$ cat config.mk
export PLATFORM = sky130hd
export DESIGN_NAME = irq_level_arb
export DESIGN_NICKNAME = d
export VERILOG_FILES = /design/src/rtl/irq_arb_pkg.sv /design/src/rtl/irq_pick.sv /design/src/rtl/irq_accept_gate.sv /design/src/rtl/irq_lvl_stack.sv /design/src/rtl/irq_level_arb.sv
export SDC_FILE = /design/constraint.sdc
export NUM_CORES = 1
export LEC_CHECK = 0
export BUFFER_PORTS_ARGS = -buffer_cell sky130_fd_sc_hd__buf_4
export CAP_MARGIN = 20
export CELL_PAD_IN_SITES_DETAIL_PLACEMENT = 1
export CELL_PAD_IN_SITES_GLOBAL_PLACEMENT = 2
export CORE_ASPECT_RATIO = 0.8
export CORE_MARGIN = 5
export CORE_UTILIZATION = 35
export DETAILED_ROUTE_END_ITERATION = 16
export HOLD_SLACK_MARGIN = 0.05
export PLACE_DENSITY = 0.81
export SETUP_SLACK_MARGIN = 0.1
export SKIP_LAST_GASP = 1
export SLEW_MARGIN = 20
export SYNTH_ARGS = -nofsm -noshare
export SYNTH_HDL_FRONTEND = slang
export SYNTH_SLANG_ARGS = --single-unit
$ cat constraint.sdc
create_clock -name clk -period 13.8 [get_ports clk]
set_input_delay 1.38 -clock clk [delete_from_list [all_inputs] [get_ports clk]]
set_output_delay 1.38 -clock clk [all_outputs]
set_load 0.005 [all_outputs]
$ cat src/rtl/irq_arb_pkg.sv
package irq_arb_pkg;

    parameter int unsigned DEF_LVL_W = 3;

    // Where the next level mask comes from in a given cycle.
    typedef enum logic [1:0] {
        ILM_HOLD   = 2'd0,
        ILM_WRITE  = 2'd1,
        ILM_POP    = 2'd2,
        ILM_ACCEPT = 2'd3
    } ilm_sel_e;

endpackage

$ cat src/rtl/irq_pick.sv
module irq_pick #(
    parameter int unsigned NSRC  = 8,
    parameter int unsigned LVL_W = 3,
    localparam int unsigned SRC_W = (NSRC > 1) ? $clog2(NSRC) : 1
) (
    input  logic [NSRC-1:0]       req_i,
    input  logic [NSRC*LVL_W-1:0] lvl_i,
    input  logic [LVL_W-1:0]      ilm_i,
    output logic                  valid_o,
    output logic [SRC_W-1:0]      idx_o,
    output logic [LVL_W-1:0]      lvl_o
);

    logic [NSRC-1:0] elig;

    genvar g;
    generate
        for (g = 0; g < NSRC; g++) begin : g_elig
            assign elig[g] = req_i[g] && (lvl_i[g*LVL_W +: LVL_W] < ilm_i);
        end
    endgenerate

    // Strict less-than keeps the lowest index on equal levels.
    always_comb begin
        valid_o = 1'b0;
        idx_o   = '0;
        lvl_o   = '1;
        for (int i = 0; i < NSRC; i++) begin
            if (elig[i] && (!valid_o || (lvl_i[i*LVL_W +: LVL_W] < lvl_o))) begin
                valid_o = 1'b1;
                idx_o   = SRC_W'(i);
                lvl_o   = lvl_i[i*LVL_W +: LVL_W];
            end
        end
    end

endmodule

$ cat src/rtl/irq_accept_gate.sv
module irq_accept_gate (
    input  logic boundary_i,
    input  logic io_acc_i,
    input  logic inhibit_i,
    input  logic xio_busy_i,
    input  logic iflag_i,
    input  logic ret_i,
    input  logic ilm_we_i,
    input  logic stk_full_i,
    input  logic cand_i,
    output logic accept_o
);

    logic deferred;
    logic blocked;

    always_comb begin
        deferred = io_acc_i || inhibit_i;
        blocked  = xio_busy_i || !iflag_i || ret_i || ilm_we_i || stk_full_i;
        accept_o = boundary_i && cand_i && !deferred && !blocked;
    end

endmodule

$ cat src/rtl/irq_lvl_stack.sv
module irq_lvl_stack #(
    parameter int unsigned LVL_W = 3,
    parameter int unsigned DEPTH = 8,
    localparam int unsigned IDX_W = (DEPTH > 1) ? $clog2(DEPTH) : 1,
    localparam int unsigned CNT_W = $clog2(DEPTH + 1)
) (
    input  logic             clk,
    input  logic             rst_n,
    input  logic             push_i,
    input  logic [LVL_W-1:0] push_val_i,
    input  logic             pop_i,
    output logic [LVL_W-1:0] top_o,
    output logic             empty_o,
    output logic             full_o
);

    typedef struct packed {
        logic [DEPTH-1:0][LVL_W-1:0] mem;
        logic [CNT_W-1:0]            cnt;
    } stk_t;

    stk_t stk_d, stk_q;
    logic [CNT_W-1:0] top_pos;

    always_comb begin
        stk_d   = stk_q;
        empty_o = (stk_q.cnt == '0);
        full_o  = (stk_q.cnt == CNT_W'(DEPTH));
        top_pos = stk_q.cnt - CNT_W'(1);
        top_o   = stk_q.mem[top_pos[IDX_W-1:0]];
        if (push_i && !full_o) begin
            stk_d.mem[stk_q.cnt[IDX_W-1:0]] = push_val_i;
            stk_d.cnt = stk_q.cnt + CNT_W'(1);
        end else if (pop_i && !empty_o) begin
            stk_d.cnt = top_pos;
        end
    end

    always_ff @(posedge clk or negedge rst_n) begin
        if (!rst_n) begin
            stk_q <= '0;
        end else begin
            stk_q <= stk_d;
        end
    end

endmodule

$ cat src/rtl/irq_level_arb.sv
module irq_level_arb
    import irq_arb_pkg::*;
#(
    parameter int unsigned NSRC      = 8,
    parameter int unsigned LVL_W     = DEF_LVL_W,
    parameter int unsigned STK_DEPTH = 8,
    localparam int unsigned SRC_W    = (NSRC > 1) ? $clog2(NSRC) : 1
) (
    input  logic                  clk,
    input  logic                  rst_n,
    input  logic [NSRC-1:0]       req_i,
    input  logic [NSRC*LVL_W-1:0] req_lvl_i,
    input  logic                  boundary_i,
    input  logic                  io_acc_i,
    input  logic                  inhibit_i,
    input  logic                  xio_busy_i,
    input  logic                  iflag_i,
    input  logic                  ret_i,
    input  logic                  ilm_we_i,
    input  logic [LVL_W-1:0]      ilm_wdata_i,
    output logic                  accept_o,
    output logic [SRC_W-1:0]      src_o,
    output logic [LVL_W-1:0]      acc_lvl_o,
    output logic [LVL_W-1:0]      ilm_o
);

    typedef struct packed {
        logic [LVL_W-1:0] ilm;
    } arb_t;

    arb_t arb_d, arb_q;

    logic             cand;
    logic [SRC_W-1:0] cand_idx;
    logic [LVL_W-1:0] cand_lvl;
    logic             acc;
    logic             pop_ok;
    logic [LVL_W-1:0] stk_top;
    logic             stk_empty;
    logic             stk_full;
    ilm_sel_e         sel;

    irq_pick #(
        .NSRC  (NSRC),
        .LVL_W (LVL_W)
    ) u_pick (
        .req_i   (req_i),
        .lvl_i   (req_lvl_i),
        .ilm_i   (arb_q.ilm),
        .valid_o (cand),
        .idx_o   (cand_idx),
        .lvl_o   (cand_lvl)
    );

    irq_accept_gate u_gate (
        .boundary_i (boundary_i),
        .io_acc_i   (io_acc_i),
        .inhibit_i  (inhibit_i),
        .xio_busy_i (xio_busy_i),
        .iflag_i    (iflag_i),
        .ret_i      (ret_i),
        .ilm_we_i   (ilm_we_i),
        .stk_full_i (stk_full),
        .cand_i     (cand),
        .accept_o   (acc)
    );

    irq_lvl_stack #(
        .LVL_W (LVL_W),
        .DEPTH (STK_DEPTH)
    ) u_stack (
        .clk        (clk),
        .rst_n      (rst_n),
        .push_i     (acc),
        .push_val_i (arb_q.ilm),
        .pop_i      (ret_i),
        .top_o      (stk_top),
        .empty_o    (stk_empty),
        .full_o     (stk_full)
    );

    always_comb begin
        arb_d  = arb_q;
        pop_ok = ret_i && !stk_empty;
        if (pop_ok) begin
            sel = ILM_POP;
        end else if (ilm_we_i) begin
            sel = ILM_WRITE;
        end else if (acc) begin
            sel = ILM_ACCEPT;
        end else begin
            sel = ILM_HOLD;
        end
        case (sel)
            ILM_POP:    arb_d.ilm = stk_top;
            ILM_WRITE:  arb_d.ilm = ilm_wdata_i;
            ILM_ACCEPT: arb_d.ilm = cand_lvl;
            default:    arb_d.ilm = arb_q.ilm;
        endcase
    end

    always_ff @(posedge clk or negedge rst_n) begin
        if (!rst_n) begin
            arb_q <= '{ilm: '1};
        end else begin
            arb_q <= arb_d;
        end
    end

    assign accept_o  = acc;
    assign src_o     = cand_idx;
    assign acc_lvl_o = cand_lvl;
    assign ilm_o     = arb_q.ilm;

endmodule

=== Word-level counts from Yosys, hierarchy flattened ===
Index checks and enable logic that the tools add are counted.
Widths: inputs -> output; s select.

* Add/sub/neg operators: 2
* Multipliers: 0
* Divide/modulo/power cells: 0
* Magnitude comparators: 18
* Equality and inequality tests: 4
* Shift operators: 0
* Muxes and demuxes: 34
* Bitwise logic cells: 0
* Reductions and logical operators: 48

{| class="wikitable"
|+ Operators with widths
! kind !! number
|-
| $lt 3x3->1 || 15
|-
| $mux 3 || 14
|-
| $bwmux 24 || 1
|-
| $logic_and 1x1->1 || 21
|-
| $logic_not 1->1 || 12
|-
| $logic_or 1x1->1 || 12
|-
| $mux 2 || 5
|-
| $bmux 3 s3 || 1
|-
| $demux 3 s3 || 1
|-
| $mux 1 || 9
|-
| $pmux 3 s3 || 1
|-
| $lt 3x4->1 const B || 2
|-
| $mux 4 || 2
|-
| $add 4x1->4 const B || 1
|-
| $eq 2x2->1 const B || 2
|-
| $eq 4x4->1 const B || 1
|-
| $logic_not 4->1 || 1
|-
| $sub 4x1->4 const B || 1
|-
| $ge 3x1->1 const B || 1
|-
| $reduce_bool 3->1 || 1
|-
| $eq 2x1->1 const B || 1
|-
| $reduce_bool 2->1 || 1
|}

* Register bits: 31
* Latch bits: 0
* RAM bits: 0
* Bits in read-only memories: 0
* Output and inout bits: 10
* Memories: 0

=== Logic depth before layout (Yosys ltp) ===
Gate-level depths: netlist of the first run.

* Depth after elaboration: 39
* Mapped depth: 56

=== Hierarchy ===
From an unflattened synthesis of the first run, not the netlist that was laid out.

* Cells, all modules: 345
* Area, all modules: 3210.6 um2

{| class="wikitable"
|+ By module, submodules not included
! module !! times used !! cells each !! area each (um2) !! seq. area each (um2)
|-
| irq_pick || 1 || 211 || 1490.2 || 0.0
|-
| irq_lvl_stack || 1 || 111 || 1465.2 || 700.7
|-
| irq_level_arb || 1 || 20 || 225.2 || 78.8
|-
| irq_accept_gate || 1 || 3 || 30.0 || 0.0
|}

=== Worst setup path before layout of the first run ===
No wires, ideal clock.

* Kind: in2out
* Start point: in req_lvl_i[1]
* End point: out acc_lvl_o[1]
* Data arrival time: 10348 ps
* Required time: 12420 ps
* Path slack: 2072 ps
* Stages: 51
* Path buffers: 0
* Cells stage by stage: ha_1 > and2_1 > a211o_1 > nor2_1 > ha_1 > nand2b_1 > a2111o_1 > nand3_1 > and2_1 > nor2_1 > a21oi_1 > inv_1 > ha_1 > o21ai_0 > a21oi_1 > a211oi_1 > or2_2 > mux2i_1 > [15 not listed] > a31oi_1 > o2111ai_1 > nand2_1 > mux2i_1 > inv_1 > ha_1 > and2_1 > a21boi_0 > a31oi_2 > mux2_2 > inv_1 > ha_1 > o21ai_0 > nand2b_1 > a21oi_1 > inv_1 > o21a_4 > mux2_4

* Word-level cells in the longest chain between the ends: 31
* Elaborated cells on any way between the ends: 45
* Classes of those cells: order compare: 8; mux: 15; reduce/logical: 22

{| class="wikitable"
|+ Ends and longest elaborated chain
! element !! RTL line !! RTL
|-
| from (decl) || irq_level_arb.sv:12 || <nowiki>input logic [NSRC*LVL_W-1:0] req_lvl_i,</nowiki>
|-
| $lt 3x3->1 || irq_pick.sv:19 || <nowiki>assign elig[g] = req_i[g] && (lvl_i[g*LVL_W +: LVL_W] < ilm_i);</nowiki>
|-
| $logic_and 1x1->1 || irq_pick.sv:19 ||
|-
| $mux 3 / $mux 1 (equally long branches) || irq_pick.sv:29 || <nowiki>if (elig[i] && (!valid_o || (lvl_i[i*LVL_W +: LVL_W] < lvl_o))) begin</nowiki>
|-
| $lt 3x3->1 / $logic_not 1->1 (equally long branches) || irq_pick.sv:29 ||
|-
| $logic_or 1x1->1 || irq_pick.sv:29 ||
|-
| $logic_and 1x1->1 || irq_pick.sv:29 ||
|-
| $mux 3 / $mux 1 (equally long branches) || irq_pick.sv:29 ||
|-
| $lt 3x3->1 / $logic_not 1->1 (equally long branches) || irq_pick.sv:29 ||
|-
| [15 not listed] || - ||
|-
| $lt 3x3->1 / $logic_not 1->1 (equally long branches) || irq_pick.sv:29 ||
|-
| $logic_or 1x1->1 || irq_pick.sv:29 ||
|-
| $logic_and 1x1->1 || irq_pick.sv:29 ||
|-
| $mux 3 / $mux 1 (equally long branches) || irq_pick.sv:29 ||
|-
| $lt 3x3->1 / $logic_not 1->1 (equally long branches) || irq_pick.sv:29 ||
|-
| $logic_or 1x1->1 || irq_pick.sv:29 ||
|-
| $logic_and 1x1->1 || irq_pick.sv:29 ||
|-
| $mux 3 * || irq_pick.sv:29 ||
|-
| to (decl) || irq_level_arb.sv:23 || <nowiki>output logic [LVL_W-1:0] acc_lvl_o,</nowiki>
|}

Every way passes the cells marked *; elsewhere a longest branch is shown, timed or not.

=== Worst setup path in the final report of the first run ===
* Start point: in req_lvl_i[1]
* End point: out acc_lvl_o[2]

The elaborated chain is that of the path after synthesis.

==> results.tsv, run 1 <==
metric	value	unit
FILL cells	1021	
critical path class	input port to primary output	
largest cells by area after synthesis	dfrtp_1 23%, ha_1 11%, mux2_2 5.5%	
Critical-path top delay cell	a211o_1	
CP Launch Type	input port	
number of global-route vias before repair	3023	
post-CTS setup buffers	0	
status	completed	
H-tree levels	2	
Slew Viols, Final	0	
routed wire length	9350	µm
Die X	115	µm
unrepaired setup endpoints after global routing	no	
Final Cell Area	3750	µm²
Post-Place Cells	507	
top-count cell post-synth	nand2_1	
Mapped Cells	348	
DR DRC count	0	
switching share of power	0.446	
hold path cells	2	
total power per unit cell area	129	nW/µm²
Slew HR	0.554	
GP Congestion	0.825	
Post-synth top cells	31 x nand2_1, 28 x dfrtp_1, 26 x ha_1, 26 x inv_1, 25 x o21ai_0	
worst min path class	flop to flop	
TritonCTS Sinks	31	
NumNets Final	472	
syn avg cell area	8.89	µm²
Ant. Diodes	0	
internal power	268	µW
ANT nets after route	0	
placed inst area	3610	µm²
fin crit share	0.928	
synth-to-layout area growth	21.2	%
Max IR drop VDD	45.6	µV
clock-pin slew on the worst setup and hold paths	70	ps
drt pass-1 iters	4	
area leader, netlist	dfrtp_1	
worst slew pin tran	661	ps
Tot Pwr	484	µW
Tot GR Track Use	0.177	
min cycle time layout	12810	ps
fraction of registers with async set/reset	1.00	
Syn. warnings	0	
Max Cap Viol	0	
CTS buffer count	5	
Yosys cell types	66	
Initial Util	0.362	
Worst Clk Skew	7.53	ps
CP Data Arrival Time	11430	ps
row cnt	30	
top_reg_cell synth	dfrtp_1	
Via density	5.67	
Reg power frac	0.266	
fmax	0.0781	GHz
post-route insts no fill	515	
EDFF count, synth	0	
routed wire length per instance	18.2	µm
port bufs	53	
Register-to-Register Path Depth	55	
layout cells sized above 1	0.275	
sequential area share after synthesis	0.252	
Post-CTS Resized	0	
Synthesized Nets	418	
DP HPWL	7420	µm
largest net degree at the start of global routing	32	
Skew-Pair Late Insertion Delay	280	ps
Initial DRC Count	108	
mapped cell area	3090	µm²
Net Switching	216	µW
Synth Register Bits	31	
boundary pin count	54	
Multi-input gate area	2240	µm²
Hold-fix buffers, CTS	0	
combinational share of power	0.591	
Most common cell on crit path	ha_1	
# setup viols final	0	
first-pass GRT wire length	15600	µm
Clock Tree Buf Depth	2	
Worst EP required	12420	ps
initial antenna violation count	0	
TritonCTS clock tree	yes	
final number of hold-violating endpoints	0	
core area	8560	µm²
Die Y	94.1	µm
DR vias	2918	
Crit. End Element	primary output	
Reg area	779	µm²
hold_ws	491	ps
Yosys top cell area share	0.226	
total die area	10800	µm²
Clock Root Buffer	clkbuf_8	
grt total ovfl	0	
clock power share	0.143	
Crit Path Max Fanout	7	
leak pwr	1.71	nW
setup tns final	0	ps
critical path's largest stage delay	400	ps
## routing by layer
metal	part of all wire	wire, µm	global-route usage	vias to the layer above
met3	0.043	402	0.0232	6
met5	0	0	0	-
li1	-	-	-	1418
met4	0.0052	49	0.0254	0
met1	0.50	4690	0.259	1433
met2	0.45	4210	0.285	61
## flip-flops by register name (all words and copies together), names as in the netlist
name           cells
u_stack.stk_q     28
ilm_o              3
## critical path, delay by kind of cell
family | cells | cell delay [ps]
AND/OR/NAND/NOR | 18 | 2820
multiplexers | 5 | 1360
AO/OA/AOI/OAI | 17 | 3160
buffers and inverters | 7 | 630
adder cells (fa/ha/maj) | 8 | 2060
## power groups by stage
stage	clock network, mW	logic (mW)	registers, mW
detailed placement	0	0.279	0.131
global route	0.0767	0.319	0.132
global placement	0	0.273	0.130
CTS	0.0721	0.280	0.129
floorplan	0	0.202	0.114
finish	0.0692	0.286	0.129
## path summary, 6_finish.rpt
path | start | endpoint | slack, ps
worst max-delay path | req_lvl_i[1] | acc_lvl_o[2] | 990
worst min-delay path | u_stack.stk_q[11] | u_stack.stk_q[11] | 490
worst max register to register | ilm_o[1] | ilm_o[0] | 3010
worst min register to register | u_stack.stk_q[11] | u_stack.stk_q[11] | 490
max in group asynchronous | rst_n | ilm_o[1] | 12440
min in group asynchronous | rst_n | u_stack.stk_q[3] | 1030
## kinds of logic (layout without fill, tap and decap cells)
family | Yosys count | count (layout) | synth area share
AOI/OAI and AO/OA | 106 | 106 | 0.253
and+or+nand+nor | 116 | 116 | 0.201
muxes | 30 | 30 | 0.131
DFF | 31 | 31 | 0.252
xor gates and xnor gates | 4 | 4 | 0.0113
buffers and inverters | 33 | 88 | 0.0400
adders and majority gates | 28 | 28 | 0.112
## per-stage QoR
step | util | setup slack (ps)
2_1_floorplan | - | 2070
3_3_place_gp | 0.422 | 854
3_5_place_dp | 0.422 | 544
4_1_cts | 0.432 | 496
5_1_grt | 0.438 | 81.9
6_report | 0.438 | 988
## cells in the final DEF, fill, tap and decap left out, drive strengths merged, types with 3 or more instances in the layout
cell type,instances
buf,54
nand2,31
dfrtp,28
inv,26
ha,26
o21ai,25
mux2,17
nor2,15
a21oi,14
nand2b,13
nand3,11
and2,10
a21o,8
a211oi,8
nor3,7
mux2i,7
a21boi,7
nor2b,6
nand3b,6
mux4,6
clkbuf,6
o2111ai,5
o211ai,5
a211o,4
a31oi,4
nand4,3
xnor2,3
dfstp,3
## layout make-up
class	count	area share
tap	112	0.0374
clock inverter	2	0.00334
inverter	26	0.0260
clock buffer	6	0.0194
timing repair buffer	54	0.108
multi-input combinational	284	0.598
sequential	31	0.208
Note: power is estimated with default switching activity, not from simulation.
==> inputs of run 2 (changes only) <==
==> constraint.sdc (replaced) <==
create_clock -name clk -period 13.8 [get_ports clk]
set_input_delay 0 -clock clk [delete_from_list [all_inputs] [get_ports clk]]
set_output_delay 0 -clock clk [all_outputs]
set_load 0.005 [all_outputs]
==> run 2 against run 1 <==
Against the previous run:
- non-clock buffer count up 4
- register-to-register slack got worse by 590 ps
- final cell count increased by 0.78%
- final area fell by 0.37%
- die area stayed put
- critical path type is now flop to primary output
- largest power group unchanged
- highest routed layer unchanged
==> results.tsv, run 2 (synthesis gave the netlist of run 1 again) <==
metric	value	unit	change
status	completed		
Tot GR Track Use	0.176		-0.00182
synth-to-layout area growth	20.7	%	
routed wire length per instance	17.8	µm	-2.1%
routed wire length	9220	µm	-1.4%
row cnt	30		unchanged
register with the most flip-flops	u_stack.stk_q		
Max IR drop VDD	55.8	µV	+22%
setup tns final	0	ps	unchanged
CP Launch Type	flop		
Post-CTS Resized	0		unchanged
Initial Util	0.362		unchanged
post-CTS setup buffers	0		unchanged
Util after Layout	0.437		-0.00161
GP Congestion	0.865		+4.8%
Slew Viols, Final	0		unchanged
clock-pin slew on the worst setup and hold paths	70	ps	about the same
NumNets Final	476		+0.85%
DR DRC count	0		unchanged
total die area	10800	µm²	unchanged
critical path's largest stage delay	590	ps	+190 ps
Hold-fix buffers, CTS	3		+3
core area	8560	µm²	unchanged
Max Cap Viol	0		unchanged
min cycle time layout	11800	ps	-1010 ps
Die X	115	µm	unchanged
leak pwr	1.72	nW	+0.52%
# setup viols final	0		unchanged
number of global-route vias before repair	3071		+1.6%
Most common cell on crit path	ha_1		
commonest non-fill, non-tap cell in the layout	buf_4		
Worst Clk Skew	7.44	ps	-0.0961 ps
max reg flops	28		unchanged
drt pass-1 iters	4		unchanged
r2r startpoint	ilm_o[1]		
critical path class	flop to primary output		
fmax	0.0847	GHz	+8.6%
largest net degree at the start of global routing	32		unchanged
worst slew pin tran	685	ps	+23.3 ps
TritonCTS clock tree	yes		
fin crit share	0.855		-0.0732
Clock Tree Buf Depth	2		unchanged
DP HPWL	7290	µm	-1.6%
total power per unit cell area	128	nW/µm²	-0.86%
Ant. Diodes	0		unchanged
final number of hold-violating endpoints	0		unchanged
initial antenna violation count	0		unchanged
Crit Path Max Fanout	14		+7
boundary pin count	54		unchanged
DR vias	2913		-0.17%
CP Data Arrival Time	11800	ps	+370 ps
Critical-path top delay cell	dfstp_2		
Worst EP required	13800	ps	+1380 ps
Slew HR	0.539		-0.0157
first-pass GRT wire length	15400	µm	-0.98%
Skew-Pair Late Insertion Delay	280	ps	about the same
layout cells sized above 1	0.251		-0.0248
Initial DRC Count	80		-26%
unrepaired setup endpoints after global routing	no		
CTS buffer count	5		unchanged
grt total ovfl	0		unchanged
ANT nets after route	0		unchanged
Die Y	94.1	µm	unchanged
TritonCTS Sinks	31		unchanged
Via density	5.61		-0.94%
Clock Root Buffer	clkbuf_8		
H-tree levels	2		unchanged
worst min path class	input port to async pin		
Crit. End Element	primary output		
most frequent cells in the layout	55 x buf_4, 31 x nand2_1, 28 x dfrtp_1		
Critical Path Start	ilm_o[1]		
port bufs	53		unchanged
-- run 2: cell count changes in the layout (fill, tap and decap cells not counted), moves of 2 or more --
cell	delta
a21oi_2	-3
dlygate4sd3_1	+3
a21boi_0	+2
a21oi_1	+3
-- run 2: power by group --
part | switching, mW | internal (mW) | leakage (nW) | total [mW]
Combinational | 0.151 | 0.128 | 1.26 | 0.279
Sequential | 0.0249 | 0.104 | 0.412 | 0.129
Clock | 0.0353 | 0.0352 | 0.0412 | 0.0705
Total | 0.212 | 0.266 | 1.72 | 0.478
-- run 2: metrics by stage --
stage	cell area, µm²	instances	setup slack [ps]	power (mW)	hold WS, ps
4_1_cts	3740	519	1990	0.482	191
5_1_grt	3740	519	846	0.520	203
3_3_place_gp	3620	508	2630	0.403	-46.9
3_5_place_dp	3620	508	2370	0.410	-40.3
6_report	3740	519	2000	0.478	188
2_1_floorplan	3090	348	4110	0.316	-296
-- run 2: final cells by class --
| class | instances | area (µm²) |
|---|---|---|
| Clock buffer | 6 | 72.6 |
| Clock inverter | 2 | 12.5 |
| Fill cell | 1040 | 4820 |
| Inverter | 26 | 97.6 |
| Multi-Input combinational cell | 284 | 2190 |
| Sequential cell | 31 | 779 |
| Tap cell | 112 | 140 |
| Timing Repair Buffer | 58 | 443 |
-- run 2: final timing paths --
kind / to / slack [ps] / cells past startpoint
max: acc_lvl_o[2] / 2000 / 53
min: u_stack.stk_q[0] / 190 / 2
max reg2reg: ilm_o[1] / 2420 / 52
min reg2reg: u_stack.stk_q[6] / 480 / 2
max in group asynchronous: ilm_o[2] / 13280 / 2
min in group clk: ilm_o[0] / 200 / 4
-- run 2: critical path: cells and delay by family, from the launching register on --
family / cells / cell delay (ps)
AOI/OAI and AO/OA: 16 / 3750
buffers and inverters: 7 / 810
adders and majority gates: 8 / 2180
and+or+nand+nor: 17 / 2780
DFF: 1 / 590
muxes: 5 / 1380
-- run 2: layer usage --
| layer | GRT usage | share of wire |
|---|---|---|
| met5 | 0 | 0 |
| met1 | 0.260 | 0.52 |
| met4 | 0.0235 | 0.0041 |
| met3 | 0.0212 | 0.045 |
| met2 | 0.280 | 0.43 |
==> inputs of run 3 (changes only) <==
--- a/config.mk
+++ b/config.mk
@@ -15,6 +15,7 @@
 export DETAILED_ROUTE_END_ITERATION = 16
 export HOLD_SLACK_MARGIN = 0.05
 export PLACE_DENSITY = 0.81
+export RECOVER_POWER = 100
 export SETUP_SLACK_MARGIN = 0.1
 export SKIP_LAST_GASP = 1
 export SLEW_MARGIN = 20
==> run 3 against run 2 <==
Against the previous run:
- the run now ends with capacitance limit, slew limit left
- hold slack better by 16 ps
- via count hardly changed
- register-to-register slack worse by 350 ps
- sequential power hardly changed
- critical path type unchanged
==> results.tsv, run 3 (synthesis gave the netlist of run 1 again) <==
metric	value	unit	change
grt total ovfl	0		unchanged
setup slack at placement	2370	ps	unchanged
post-CTS setup buffers	0		unchanged
total power per unit cell area	128	nW/µm²	-0.20%
layout cells sized above 1	0.233		-0.0172
failing checks	capacitance limit, slew limit		
first-pass GRT wire length	15400	µm	unchanged
post-route insts no fill	519		unchanged
Most common cell on crit path	ha_1		
Worst EP required	13800	ps	about the same
Crit. End Element	primary output		
setup tns final	0	ps	unchanged
internal power	264	µW	-0.77%
Die X	115	µm	unchanged
Slew HR	-0.112		-0.650
worst min path class	input port to flop		
Clock Tree Buf Depth	2		unchanged
critical path class	flop to primary output		
row cnt	30		unchanged
Initial DRC Count	95		+19%
Clock Root Buffer	clkbuf_8		
fmax	0.0823	GHz	-2.9%
Ant. Diodes	0		unchanged
combinational share of power	0.582		-0.002
DR vias	2912		-0.034%
DP HPWL	7290	µm	unchanged
min cycle time layout	12150	ps	+353 ps
Slew Viols, Final	32		+32
FILL cells	1042		+0.19%
clock-pin slew on the worst setup and hold paths	70	ps	about the same
DR DRC count	0		unchanged
clock power share	0.148		about the same
largest net degree at the start of global routing	32		unchanged
max reg flops	28		unchanged
register with the most flip-flops	u_stack.stk_q		
total die area	10800	µm²	unchanged
CTS buffer count	5		unchanged
switching share of power	0.444		+0.00114
leak pwr	1.70	nW	-0.67%
synth-to-layout area growth	20.3	%	
final worst setup slack	1650	ps	-353 ps
drt pass-1 iters	4		unchanged
CP Launch Type	flop		
GP Congestion	0.865		unchanged
Worst Clk Skew	7.35	ps	-0.0810 ps
TritonCTS Sinks	31		unchanged
Max Cap Viol	1		+1
Post-Place Cells	508		unchanged
Via density	5.61		about the same
unrepaired setup endpoints after global routing	no		
NumNets Final	476		unchanged
Crit Path Max Fanout	14		unchanged
ANT nets after route	0		unchanged
critical path's largest stage delay	630	ps	+40 ps
commonest non-fill, non-tap cell in the layout	buf_4		
most frequent cells in the layout	50 x buf_4, 31 x nand2_1, 28 x dfrtp_1		
boundary pin count	54		unchanged
number of global-route vias before repair	3071		unchanged
Critical-path top delay cell	dfstp_1		
core area	8560	µm²	unchanged
fin crit share	0.881		+0.0256
Skew-Pair Late Insertion Delay	280	ps	about the same
H-tree levels	2		unchanged
Die Y	94.1	µm	unchanged
Initial Util	0.362		unchanged
status	finished, violations left		
Net Switching	211	µW	-0.31%
Util after Layout	0.435		-0.00161
CP Data Arrival Time	12150	ps	+350 ps
port bufs	53		unchanged
routed wire length	9230	µm	+0.13%
TritonCTS clock tree	yes		
# setup viols final	0		unchanged
Tot GR Track Use	0.176		unchanged
Reg power frac	0.269		about the same
initial antenna violation count	0		unchanged
Max IR drop VDD	55.2	µV	-1.2%
worst slew pin tran	1670	ps	+983 ps
final number of hold-violating endpoints	0		unchanged
routed wire length per instance	17.8	µm	+0.13%
## run 3: cell count changes in the layout (fill, tap and decap cells not counted), sizes merged
cell,change
buf,-5
clkbuf,+5
## run 3: through the flow
step,hold WS (ps),power (mW),cell area (µm²)
after floorplan,-296,0.316,3090
after global placement,-46.9,0.403,3620
after detailed placement,-40.3,0.410,3620
after CTS,191,0.482,3740
after global routing,207,0.518,3720
final,204,0.475,3720
## run 3: timing repair
| item | in CTS | in global routing |
|---|---|---|
| endpoints found under the hold margin | 33 | 0 |
| endpoints found under the setup margin | 0 | 0 |
| hold buffers | 3 | 0 |
| gates resized for setup | 0 | 0 |
## run 3: final cells by class
type | count | area, µm² | area share
clock buffer | 6 | 72.6 | 0.0195
clock inverter | 2 | 12.5 | 0.00336
tap | 112 | 140 | 0.0376
sequential | 31 | 779 | 0.209
timing repair buffer | 58 | 435 | 0.117
multi-input combinational | 284 | 2180 | 0.587
inverter | 26 | 97.6 | 0.0262
## run 3: power groups by stage
stage               Clock (mW)  Combinational, mW  Sequential [mW]
floorplan                    0              0.202            0.114
global placement             0              0.273            0.130
detailed placement           0              0.279            0.131
CTS                     0.0724              0.281            0.129
global route            0.0764              0.310            0.131
finish                  0.0706              0.277            0.128
## run 3: path summary, 6_finish.rpt
path | start | endpoint | slack [ps] | cells after the start
hold reg to reg | u_stack.stk_q[6] | u_stack.stk_q[6] | 480 | 2
min in group asynchronous | rst_n | u_stack.stk_q[2] | 680 | 2
setup / recovery | ilm_o[1] | acc_lvl_o[2] | 1650 | 53
setup reg to reg | ilm_o[1] | ilm_o[1] | 2070 | 52
max in group asynchronous | rst_n | u_stack.stk_q[15] | 12150 | 2
hold / removal | req_lvl_i[21] | ilm_o[0] | 200 | 4
## run 3: worst max-delay path: cells and delay by family (launching register included)
family	cells	cell delay (ps)
AOI/OAI and AO/OA	16	3870
buffers and inverters	7	860
and+or+nand+nor	17	2740
adders and majority gates	8	2340
DFF	1	630
muxes	5	1410
## run 3: layer usage
metal  track usage  vias up  routed length [µm]
met1         0.260     1414                4810
met3        0.0212        5                 387
met4        0.0235        0                  38
met5             0        -                   0
li1              -     1432                   -
met2         0.280       61                4000
